$ cat src/rtl/stkfault_pkg.sv
package stkfault_pkg;

    localparam int BYTE_W = 8;

    typedef logic [BYTE_W-1:0] byte_t;

    localparam byte_t SP_INIT    = 8'h6F;
    localparam byte_t HOLE_LO    = 8'h70;
    localparam byte_t HOLE_HI    = 8'h7F;
    localparam byte_t TRAP_OP    = 8'h00;
    localparam byte_t FLOAT_BYTE = 8'hFF;

    // bytes moved by the stack strobes of one cycle
    typedef struct packed {
        logic [1:0] down;
        logic [1:0] up;
    } stk_delta_t;

    typedef struct packed {
        logic pend;
        logic underflow;
    } flag_set_t;

    function automatic logic in_hole(input byte_t off);
        return (off >= HOLE_LO) && (off <= HOLE_HI);
    endfunction

    // a call weighs two bytes, a push one: the pair reads as a binary count
    function automatic stk_delta_t make_delta(input logic call, input logic push,
                                              input logic ret, input logic pop);
        stk_delta_t d;
        d.down = {call, push};
        d.up   = {ret, pop};
        return d;
    endfunction

endpackage

$ cat src/rtl/stkfault_sp.sv
module stkfault_sp
    import stkfault_pkg::*;
(
    input  logic  clk,
    input  logic  rst,
    input  logic  call_i,
    input  logic  push_i,
    input  logic  ret_i,
    input  logic  pop_i,
    output byte_t sp_o,
    output logic  underflow_o
);
    stk_delta_t delta;
    logic [BYTE_W:0] reach;
    logic            hits_hole;

    always_comb begin
        delta     = make_delta(call_i, push_i, ret_i, pop_i);
        reach     = {1'b0, sp_o} + {{(BYTE_W-1){1'b0}}, delta.up};
        hits_hole = (delta.up != 2'd0) && (reach >= {1'b0, HOLE_LO});
    end

    always_ff @(posedge clk) begin
        if (rst) begin
            sp_o        <= SP_INIT;
            underflow_o <= 1'b0;
        end else begin
            sp_o        <= sp_o + {6'd0, delta.up} - {6'd0, delta.down};
            underflow_o <= hits_hole;
        end
    end
endmodule

$ cat src/rtl/stkfault_fetch_sub.sv
module stkfault_fetch_sub
    import stkfault_pkg::*;
#(
    parameter int PC_W = 15
) (
    input  logic [PC_W-1:0] addr_i,
    input  logic [PC_W-1:0] limit_i,
    input  byte_t           raw_i,
    output byte_t           data_o
);
    always_comb begin
        data_o = (addr_i >= limit_i) ? TRAP_OP : raw_i;
    end
endmodule

$ cat src/rtl/stkfault_data_sub.sv
module stkfault_data_sub
    import stkfault_pkg::*;
#(
    parameter int SEG_W = 4
) (
    input  logic [SEG_W+BYTE_W-1:0] addr_i,
    input  logic [SEG_W:0]          seg_limit_i,
    input  byte_t                   raw_i,
    output byte_t                   data_o
);
    logic [SEG_W-1:0] seg;
    byte_t            off;
    logic             absent_seg;
    logic             seg0_hole;

    always_comb begin
        seg        = addr_i[SEG_W+BYTE_W-1:BYTE_W];
        off        = addr_i[BYTE_W-1:0];
        absent_seg = ({1'b0, seg} >= seg_limit_i);
        seg0_hole  = (seg == '0) && in_hole(off);
        data_o     = (absent_seg || seg0_hole) ? FLOAT_BYTE : raw_i;
    end
endmodule

$ cat src/rtl/stkfault_pend.sv
module stkfault_pend (
    input  logic clk,
    input  logic rst,
    input  logic trap_i,
    input  logic clr_i,
    output logic pend_o
);
    always_ff @(posedge clk) begin
        if (rst)         pend_o <= 1'b0;
        else if (trap_i) pend_o <= 1'b1;
        else if (clr_i)  pend_o <= 1'b0;
    end
endmodule

$ cat src/rtl/stkfault_monitor.sv
module stkfault_monitor
    import stkfault_pkg::*;
#(
    parameter int PC_W  = 15,
    parameter int SEG_W = 4
) (
    input  logic                    clk,
    input  logic                    rst,
    input  logic                    call_i,
    input  logic                    push_i,
    input  logic                    ret_i,
    input  logic                    pop_i,
    input  logic                    fetch_valid_i,
    input  logic                    fetch_op_i,
    input  logic [PC_W-1:0]         fetch_addr_i,
    input  logic [7:0]              rom_raw_i,
    input  logic [PC_W-1:0]         rom_limit_i,
    input  logic [SEG_W+7:0]        rd_addr_i,
    input  logic [7:0]              ram_raw_i,
    input  logic [SEG_W:0]          seg_limit_i,
    input  logic [7:0]              stk_hi_raw_i,
    input  logic [7:0]              stk_lo_raw_i,
    input  logic                    clr_pend_i,
    output logic [7:0]              sp_o,
    output logic [7:0]              fetch_data_o,
    output logic [7:0]              rd_data_o,
    output logic [7:0]              pop_hi_addr_o,
    output logic [7:0]              pop_lo_addr_o,
    output logic [PC_W-1:0]         ret_pc_o,
    output logic                    underflow_o,
    output logic                    swi_pend_o
);
    localparam int NPOP = 2;

    byte_t     pop_addr [NPOP];
    byte_t     pop_raw  [NPOP];
    byte_t     pop_byte [NPOP];
    logic [2*BYTE_W-1:0] ret_pair;
    flag_set_t flags;
    logic      trap;

    stkfault_sp u_sp (
        .clk        (clk),
        .rst        (rst),
        .call_i     (call_i),
        .push_i     (push_i),
        .ret_i      (ret_i),
        .pop_i      (pop_i),
        .sp_o       (sp_o),
        .underflow_o(flags.underflow)
    );

    stkfault_fetch_sub #(.PC_W(PC_W)) u_fetch (
        .addr_i (fetch_addr_i),
        .limit_i(rom_limit_i),
        .raw_i  (rom_raw_i),
        .data_o (fetch_data_o)
    );

    stkfault_data_sub #(.SEG_W(SEG_W)) u_data (
        .addr_i     (rd_addr_i),
        .seg_limit_i(seg_limit_i),
        .raw_i      (ram_raw_i),
        .data_o     (rd_data_o)
    );

    assign pop_raw[0] = stk_hi_raw_i;
    assign pop_raw[1] = stk_lo_raw_i;

    // stack bytes sit in segment 0 just above the pointer
    for (genvar i = 0; i < NPOP; i++) begin : g_pop
        assign pop_addr[i] = sp_o + byte_t'(i + 1);
        assign pop_byte[i] = in_hole(pop_addr[i]) ? FLOAT_BYTE : pop_raw[i];
    end

    assign pop_hi_addr_o = pop_addr[0];
    assign pop_lo_addr_o = pop_addr[1];
    assign ret_pair      = {pop_byte[0], pop_byte[1]};
    assign ret_pc_o      = PC_W'(ret_pair);

    assign trap = fetch_valid_i && fetch_op_i && (fetch_data_o == TRAP_OP);

    stkfault_pend u_pend (
        .clk   (clk),
        .rst   (rst),
        .trap_i(trap),
        .clr_i (clr_pend_i),
        .pend_o(flags.pend)
    );

    assign underflow_o = flags.underflow;
    assign swi_pend_o  = flags.pend;
endmodule

$ cat config.mk
export PLATFORM = sky130hd
export DESIGN_NAME = stkfault_monitor
export DESIGN_NICKNAME = d
export VERILOG_FILES = /design/src/rtl/stkfault_pkg.sv /design/src/rtl/stkfault_sp.sv /design/src/rtl/stkfault_fetch_sub.sv /design/src/rtl/stkfault_data_sub.sv /design/src/rtl/stkfault_pend.sv /design/src/rtl/stkfault_monitor.sv
export SDC_FILE = /design/constraint.sdc
export NUM_CORES = 1
export LEC_CHECK = 0
export BUFFER_PORTS_ARGS = -buffer_cell sky130_fd_sc_hd__buf_2
export CORE_ASPECT_RATIO = 0.8
export CORE_MARGIN = 4
export CORE_UTILIZATION = 40
export CTS_CLUSTER_DIAMETER = 50
export DETAILED_ROUTE_END_ITERATION = 16
export GPL_ROUTABILITY_DRIVEN = 1
export GPL_TIMING_DRIVEN = 0
export PLACE_DENSITY_LB_ADDON = 0.3
export SLEW_MARGIN = 10
export SYNTH_ARGS = -nofsm -noshare
export SYNTH_HDL_FRONTEND = slang
export SYNTH_HIERARCHICAL = 1
export SYNTH_SLANG_ARGS = --single-unit
export TNS_END_PERCENT = 10
$ cat constraint.sdc
create_clock -name clk -period 3.5 [get_ports clk]
set_input_delay 0.525 -clock clk [delete_from_list [all_inputs] [get_ports clk]]
set_output_delay 0.525 -clock clk [all_outputs]
set_load 0.005 [all_outputs]
* Word level (Yosys, flattened, before mapping)
Cells that the tools add are included.
** Storage, ports and cells
- Output and inout port bits :: 57
- Input bits :: 88
- Register bits :: 10
- Word-level logic and storage cells :: 35
** Operators by class
- Order comparisons :: 9
- Multiplexer cells :: 6
- Add/subtract/negate cells :: 5
- Reduce and logical (&&, ||, !) cells :: 12
** Operators with widths (count)
- $ge A8 B7 Y1 const B :: 3
- $le A8 B7 Y1 const B :: 3
- $mux W8 :: 3
- $ge A15 B15 Y1 :: 1
- $add A8 B2 Y9 :: 1
- $ge A9 B7 Y1 const B :: 1
- $add A8 B1 Y8 const B :: 1
- $add A8 B2 Y8 :: 1
- $add A8 B2 Y8 const B :: 1
- $logic_not A8 Y1 :: 1
- $sub A8 B2 Y8 :: 1
- $logic_and A1 B1 Y1 :: 7
- $mux W7 :: 1
- $ge A4 B5 Y1 :: 1
- $logic_not A4 Y1 :: 1
- $reduce_bool A2 Y1 :: 2
- $mux W1 :: 2
- $logic_or A1 B1 Y1 :: 1

* Depth between registers and ports, before layout
Gate-level depths: netlist of run 1.
- Depth in word-level cells :: 5
- Depth in mapped cells :: 12
- Mapped depth without buffers :: 11

* Hierarchy
The synthesis of run 1 kept the hierarchy.
** By module, submodules not included
- stkfault_sp :: sequential area each 180.2 sq um, cells each 95, area each 815.8 sq um, instances 1
- stkfault_fetch_sub :: sequential area each 0.0 sq um, cells each 65, area each 488.0 sq um, instances 1
- stkfault_monitor :: sequential area each 0.0 sq um, cells each 60, area each 459.2 sq um, instances 1
- stkfault_data_sub :: sequential area each 0.0 sq um, cells each 34, area each 232.7 sq um, instances 1
- stkfault_pend :: sequential area each 20.0 sq um, cells each 4, area each 38.8 sq um, instances 1

* Worst setup path before layout of run 1
No wires, ideal clock.
- Path type :: input to register
- From :: input rom_limit_i[14]
- To :: register u_pend.pend_o
- Data required time :: 3434 ps
- Stages on the path :: 11
- Slack :: 762 ps
- Library setup time :: 66 ps
- Arrival time :: 2672 ps
- Path through :: inv_1 > ha_1 > nand4_2 > or4_1 > buf_2 > nand4b_1 > nor3_1 > or4_1 > nor4_1 > inv_1 > a21oi_2
** Between the ends
- Longest elaborated chain between the ends :: 5
** Ends and longest elaborated chain
- start: declaration :: RTL line stkfault_monitor.sv:17 : input logic [PC_W-1:0] rom_limit_i,
- $ge A15 B15 Y1 (*) :: RTL line stkfault_fetch_sub.sv:12 : data_o = (addr_i >= limit_i) ? TRAP_OP : raw_i;
- $mux W8 (*) :: RTL line stkfault_fetch_sub.sv:12
- via fetch_data_o[3] :: RTL line stkfault_monitor.sv:25 : output logic [7:0] fetch_data_o,
- $logic_not A8 Y1 (*) :: RTL line stkfault_monitor.sv:81 : assign trap = fetch_valid_i && fetch_op_i && (fetch_data_o == TRAP_OP);
- $logic_and A1 B1 Y1 (*) :: RTL line stkfault_monitor.sv:81
- via trap :: RTL line stkfault_monitor.sv:40 : logic trap;
- $mux W1 / $reduce_bool A2 Y1 (equally long branches)
- end signal: assignment :: RTL line stkfault_pend.sv:9 : if (rst) pend_o <= 1'b0;
- end signal: assignment :: RTL line stkfault_pend.sv:10 : else if (trap_i) pend_o <= 1'b1;
- end signal: assignment :: RTL line stkfault_pend.sv:11 : else if (clr_i) pend_o <= 1'b0;
- end: declaration :: RTL line stkfault_pend.sv:6 : output logic pend_o
The timed path passes the listed nets; every way through them passes the cells marked *.
A chain may end at the register's enable or synchronous reset.

* Final worst setup path of run 1
- From :: register u_sp.sp_o[1]
- To :: register u_sp.sp_o[5]
** Between the ends
- Longest elaborated chain between the ends :: 2
** Ends and longest elaborated chain
- start: declaration :: RTL line stkfault_sp.sv:10 : output byte_t sp_o,
- start signal: assignment :: RTL line stkfault_sp.sv:28 : sp_o <= sp_o + {6'd0, delta.up} - {6'd0, delta.down};
- $add A8 B2 Y8 :: RTL line stkfault_sp.sv:28
- $sub A8 B2 Y8 :: RTL line stkfault_sp.sv:28
Every way passes these cells.

==> results of run 1 <==
[state kept, by name, indices dropped and copies added, names as in the netlist]
| signal | count |
|---|---|
| u_sp/sp_o | 8 |
| u_pend/pend_o | 1 |
| u_sp/underflow_o | 1 |
[synthesized netlist by cell type (all sizes together)]
cell type,instances
nand4,7
and4,1
nand2b,3
nor3b,3
a211o,1
a21oi,7
nand4b,8
nand3b,1
a2111o,1
o22ai,1
nor3,11
a21boi,1
a21o,6
a31oi,2
o21a,1
o21bai,9
nor4,3
and3,2
ha,37
nand3,9
dfxtp,10
clkbuf,1
a211oi,3
xor2,3
fa,3
o21ai,8
nand2,8
xnor2,8
inv,39
buf,7
or3,3
o2111ai,1
or2,9
mux2,1
o211ai,10
o31a,2
or4,4
nor2,15
nor2b,6
and4b,1
a311oi,2
[power breakdown]
part	switching, mW	internal [mW]	total, mW
Combinational	0.635	0.623	1.26
Sequential	0.0875	0.156	0.244
Clock	0.0458	0.0989	0.145
[cells in the final DEF (no fill, tap or decap), types with 7 or more instances in the layout]
| cell type | instances |
|---|---|
| buf_2 | 141 |
| dfxtp_1 | 10 |
| ha_1 | 37 |
| inv_1 | 39 |
| nand2_1 | 8 |
| nand3_1 | 8 |
| nand4b_1 | 8 |
| nor2_1 | 15 |
| nor3_1 | 11 |
| o211ai_1 | 9 |
| o21ai_0 | 7 |
| o21bai_1 | 9 |
| or2_2 | 9 |
| xnor2_1 | 8 |
[logic make-up after synthesis]
logic type / after synthesis
simple gates: 94
flops: 10
mux: 1
fa+ha+maj: 40
compound gates: 55
xor+xnor: 11
buf+inv: 47
[final cells by class]
cell class | count | share of cell area (%)
buffer | 8 | 1.662
tap | 60 | 2.625
timing repair buffer | 139 | 24.32
multi-input combinational | 201 | 57.35
clock buffer | 4 | 1.925
sequential | 10 | 6.999
inverter | 39 | 5.118
[stage by stage]
| step | area, sq um | power, mW | setup WS [ns] | utilization (%) |
|---|---|---|---|---|
| global placement | 2805 | 1.464 | 0.5097 | 58.91 |
| finish | 2860 | 1.647 | 0.7010 | 60.06 |
| floorplan | 2034 | 1.058 | 0.7616 | - |
| global route | 2860 | 1.842 | 0.5176 | 60.06 |
| CTS | 2860 | 1.654 | 0.7024 | 60.06 |
| detailed placement | 2805 | 1.500 | 0.4648 | 58.91 |
[worst reg2reg max path, stage by stage, from the launching register on]
cell and delay, ns:
dfxtp_1 0.53, inv_1 0.15, fa_1 0.57, inv_1 0.06, ha_1 0.30, a211oi_1 0.33, o21bai_1 0.19, or4_1 0.40
and3_1 0.17
[how the worst max path moves through the flow]
stage / start / to / slack, ns / cells after the start
2_1_floorplan: rom_limit_i[14] / u_pend/pend_o / 0.76 / 11
3_3_place_gp: rom_limit_i[14] / u_pend/pend_o / 0.51 / 12
3_5_place_dp: rom_limit_i[14] / u_pend/pend_o / 0.46 / 12
4_1_cts: u_sp/sp_o[1] / u_sp/sp_o[5] / 0.70 / 8
5_1_grt: u_sp/sp_o[1] / u_sp/sp_o[5] / 0.52 / 8
6_report: u_sp/sp_o[1] / u_sp/sp_o[5] / 0.70 / 8
[per-layer routing]
layer	part of all wire (%)	global-route usage, %	vias to the layer above
met4	0.58	3.237	0
li1	-	-	1210
met1	44	23.89	1044
met3	8.2	4.368	4
met5	0	0	-
met2	48	31.94	92
==> results.yml, run 1 <==
setup_path:
  crit_fanout: 9
  cp_slowest_cell: "fa_1"
  slowest_delay_ns: 0.57
  crit_chain: "inv_1, fa_1, inv_1, ha_1, a211oi_1, o21bai_1, or4_1, and3_1"
  cp_common_cell: "inv_1"
  end_kind: "flop"
  cp.required_ns: 3.63
  timing.rr.start: "u_sp/sp_o[1]"
  crit_buf_inv: 2
  r2r_end: "u_sp/sp_o[5]"
  critPathTopFamily: "adder cells"
  ff2ff_setup_slack_ns: 0.70
  cp-start-kind: "flop"
  reg2reg_depth: 8
  arrival_ns: 2.93
  crit_type: "reg -> reg"
clock_tree:
  postCtsHoldBufs: 0
  clk_pin_slew_worst_paths_ns: 0.05
  cts_max_path_buffers: 2
  cts_buffers: 3
  cts-root-buf: "clkbuf_8"
  clk_latency_ns: 0.24
  post_cts_resized: 0
  cts_setup_buffers: 0
  cts_tree: "yes"
  cts.sinks: 10
  htreeDepth: 1
synth:
  yosys.area.top_type_share_pct: 22.76
  synth_top_family_by_area: "simple AND/OR/NAND/NOR gates"
  synthDistinctLibCells: 55
  synth_top_cell_by_area: "ha_1"
  yosys_warnings: 6
  synth_nets: 386
  synthesis.area_sq_um: 2034
  synth_compound_area_share_pct: 20.66
  ys_seq_elements: 10
  yosysSeqAreaShare_pct: 9.840
  synthXorXnorAreaFrac_pct: 4.736
  synthMuxAreaShare_pct: 0.5535
  yosys-top-cells-area: "ha_1, dfxtp_1, inv_1"
  synthSimpleGateAreaFrac_pct: 28.97
  synthCells: 258
  syn_area_per_cell_sq_um: 7.885
  synth-adder-area-share_pct: 25.71
layout:
  fillers: 447
  multiInputGateArea_sq_um: 1640
  drive_gt1_share_pct: 43.14
  nNetsFinal: 530
  syn2layout_area_growth_pct: 40.59
  diodes: 0
  layout.area.seq_sq_um: 200.2
  final_cells: 461
min_path:
  hp-class: "in -> reg"
  hold-path-endpoint: "u_pend/pend_o"
  worstHoldPathCells: 2
  min-delay-start: "rst"
pwr:
  irDropWorstVdd_uv: 363.8
  powerDensity_nw_per_um2: 575.9
  leakagePower_nw: 1.571
timing:
  fin_worst_skew_ns: 0.001581
  rsz0062_at_grt: "no"
  hold_slack_ns: 0.4640
  relSlewSlack_pct: 62.88
  tns_ns: 0
  slew_violations: 0
  final.period_utilization_pct: 79.97
  fmax_mhz: 357.3
  period_needed_ns: 2.799
  finalHoldViolCount: 0
  setup_violations: 0
  worstMarginPinSlew_ns: 0.5568
job:
  cap_violations: 0
drt:
  drt_iter0_markers: 67
  vias: 2350
  detail_route.wirelength_microns: 5905
  drc: 0
  postRouteAntennaNets: 0
  post_drt_via_cell_ratio: 5.098
  wl_per_cell_microns: 12.81
  drtPass1Iterations: 4
global_routing:
  grt_pass1_vias: 2288
  grt_usage_pct: 18.62
  antenna_found_initial: 0
  grt_pass1_wl_microns: 9929
  grt_overflow: 0
  grt_max_degree: 12
die:
  rows: 22
  die_y_microns: 71.79
  fp.dieW_microns: 87.74
  io_pins: 145
  die-area_sq_um: 6298
  start_util_pct: 42.72
  core_sq_um: 4762
place:
  dpl.cell_count: 457
  place_congestion: 0.8705
  io_buffers: 139
  dp_hpwl_microns: 5201
outcome:
  status: "finished clean"
No activity file was read; power rests on OpenSTA's default activity.
==> run 2, diff against run 1 <==
Clock period 3.5 ns to 2.75 ns, I/O delays scaled along.
==> results.yml, run 2 (synthesis gave the netlist of run 1 again) <==
setup_path:
  r2r_end: "u_sp/sp_o[5]"
  timing.rr.start: "u_sp/sp_o[1]"
  crit_type: "reg -> reg"
  cp.required_ns: 2.88
  cp-start-kind: "flop"
  reg2reg_depth: 8
  ff2ff_setup_slack_ns: 0.16
  crit_fanout: 9
  arrival_ns: 2.72
  end_kind: "flop"
layout:
  largest-register: "u_sp/sp_o"
  drive_gt1_share_pct: 43.89
  fillers: 445
  layout.area.seq_sq_um: 201.4
  multiInputGateArea_sq_um: 1652
  fin_util_pct: 60.33
  diodes: 0
  nNetsFinal: 530
  layout_common_cells: "buf_2, inv_1, ha_1"
  syn2layout_area_growth_pct: 41.21
  reg.largest.list: "u_sp/sp_o: 8 flops, u_pend/pend_o: 1 flops, u_sp/underflow_o: 1 flops"
  final_cells: 461
  largest_register_ffs: 8
  final_common_cell: "buf_2"
drt:
  drc: 0
  detail_route.wirelength_microns: 5918
  drt_iter0_markers: 58
  post_drt_via_cell_ratio: 5.065
  postRouteAntennaNets: 0
  vias: 2335
  wl_per_cell_microns: 12.84
  drtPass1Iterations: 4
place:
  dp_hpwl_microns: 5201
  place_congestion: 0.8705
  io_buffers: 139
  dpl.cell_count: 457
outcome:
  status: "finished clean"
job:
  cap_violations: 0
global_routing:
  grt.busiest_layer: "met2"
  grt_pass1_vias: 2287
  antenna_found_initial: 0
  grt.met3_usage_pct: 4.368
  grt_pass1_wl_microns: 9936
  met2_usage_pct: 32.02
  grt_usage_pct: 18.64
  met1_usage_pct: 23.89
  grt_max_degree: 12
  grt_overflow: 0
timing:
  fmax_mhz: 386.1
  setup_violations: 0
  rsz0062_at_grt: "no"
  worstMarginPinSlew_ns: 0.5671
  finalHoldViolCount: 0
  relSlewSlack_pct: 62.19
  fin_worst_skew_ns: 0.001269
  hold_slack_ns: 0.3520
  slew_violations: 0
  final.period_utilization_pct: 94.18
  period_needed_ns: 2.590
pwr:
  swShare_pct: 46.67
  p_switching_mw: 0.9837
  powerDensity_nw_per_um2: 733.7
  power_frac_clock_pct: 8.7
  irDropWorstVdd_uv: 463.8
  combPwrFrac_pct: 76.5
  leakagePower_nw: 1.572
  seqPwrFrac_pct: 14.8
  power_mw: 2.108
  internal_power_mw: 1.124
clock_tree:
  cts_max_path_buffers: 2
  cts-root-buf: "clkbuf_8"
  cts.sinks: 10
  cts_tree: "yes"
  clk_pin_slew_worst_paths_ns: 0.05
  clk_latency_ns: 0.24
  cts_setup_buffers: 0
  cts_buffers: 3
  htreeDepth: 1
die:
  fp.dieW_microns: 87.74
  start_util_pct: 42.72
  die-area_sq_um: 6298
  core_sq_um: 4762
  die_y_microns: 71.79
  rows: 22
  io_pins: 145
min_path:
  worstHoldPathCells: 2
  hold-path-endpoint: "u_pend/pend_o"
  min-delay-start: "rst"
  hp-class: "in -> reg"
[run 2: changes by cell type in the layout (fill, tap and decap cells not counted)]
cell      before  now
a211oi_1       3    2
nor4_2         1    2
dfxtp_2        0    1
nor4_1         2    1
dfxtp_1       10    9
a211oi_2       0    1
[run 2: timing repair]
item,in CTS,in global routing
hold buffers,0,0
gates resized for setup,1,2
pin swaps,0,2
setup endpoints to repair,2,3
[run 2: worst max-delay path by stage]
stage	from	to	slack (ns)
after detailed placement	rom_limit_i[14]	u_pend/pend_o	-0.17
after global routing	rom_limit_i[6]	u_pend/pend_o	0.02
after floorplan	rom_limit_i[14]	u_pend/pend_o	0.12
after global placement	rom_limit_i[14]	u_pend/pend_o	-0.13
after CTS	rom_limit_i[14]	u_pend/pend_o	0.08
final	u_sp/sp_o[1]	u_sp/sp_o[5]	0.16
[run 2: power groups by stage]
| stage | Sequential [mW] | Clock (mW) | Combinational, mW |
|---|---|---|---|
| after global routing | 0.328 | 0.204 | 1.82 |
| after CTS | 0.312 | 0.192 | 1.60 |
| after floorplan | 0.290 | 0 | 1.06 |
| final | 0.312 | 0.184 | 1.61 |
| after global placement | 0.313 | 0 | 1.55 |
| after detailed placement | 0.315 | 0 | 1.59 |
[run 2: per-stage QoR]
stage,TNS (ns),setup WS (ns),area [sq um]
after CTS,0,0.08045,2861
after global placement,-0.1282,-0.1278,2805
after detailed placement,-0.2306,-0.1727,2805
after floorplan,0,0.1241,2034
final,0,0.1602,2873
after global routing,0,0.01910,2873
[run 2: area by class of cell]
class	count	area share, %
multi-input cells	201	57.49
repair buffers	139	24.22
flip-flops and latches	10	7.012
inverters	39	5.096
well taps	60	2.613
clock buffers	4	1.916
plain buffers	8	1.655
[run 2: per-layer routing]
layer / routed length [microns] / up-vias
li1: - / 1211
met1: 2549 / 1029
met2: 2825 / 91
met3: 508 / 4
met4: 34 / 0
met5: 0 / -
[run 2: critical path: stages (launching register included)]
cell	delay, ns
dfxtp_2	0.43
inv_1	0.11
fa_1	0.55
inv_1	0.06
ha_1	0.32
a211oi_2	0.27
o21bai_1	0.16
or4_1	0.40
and3_1	0.17
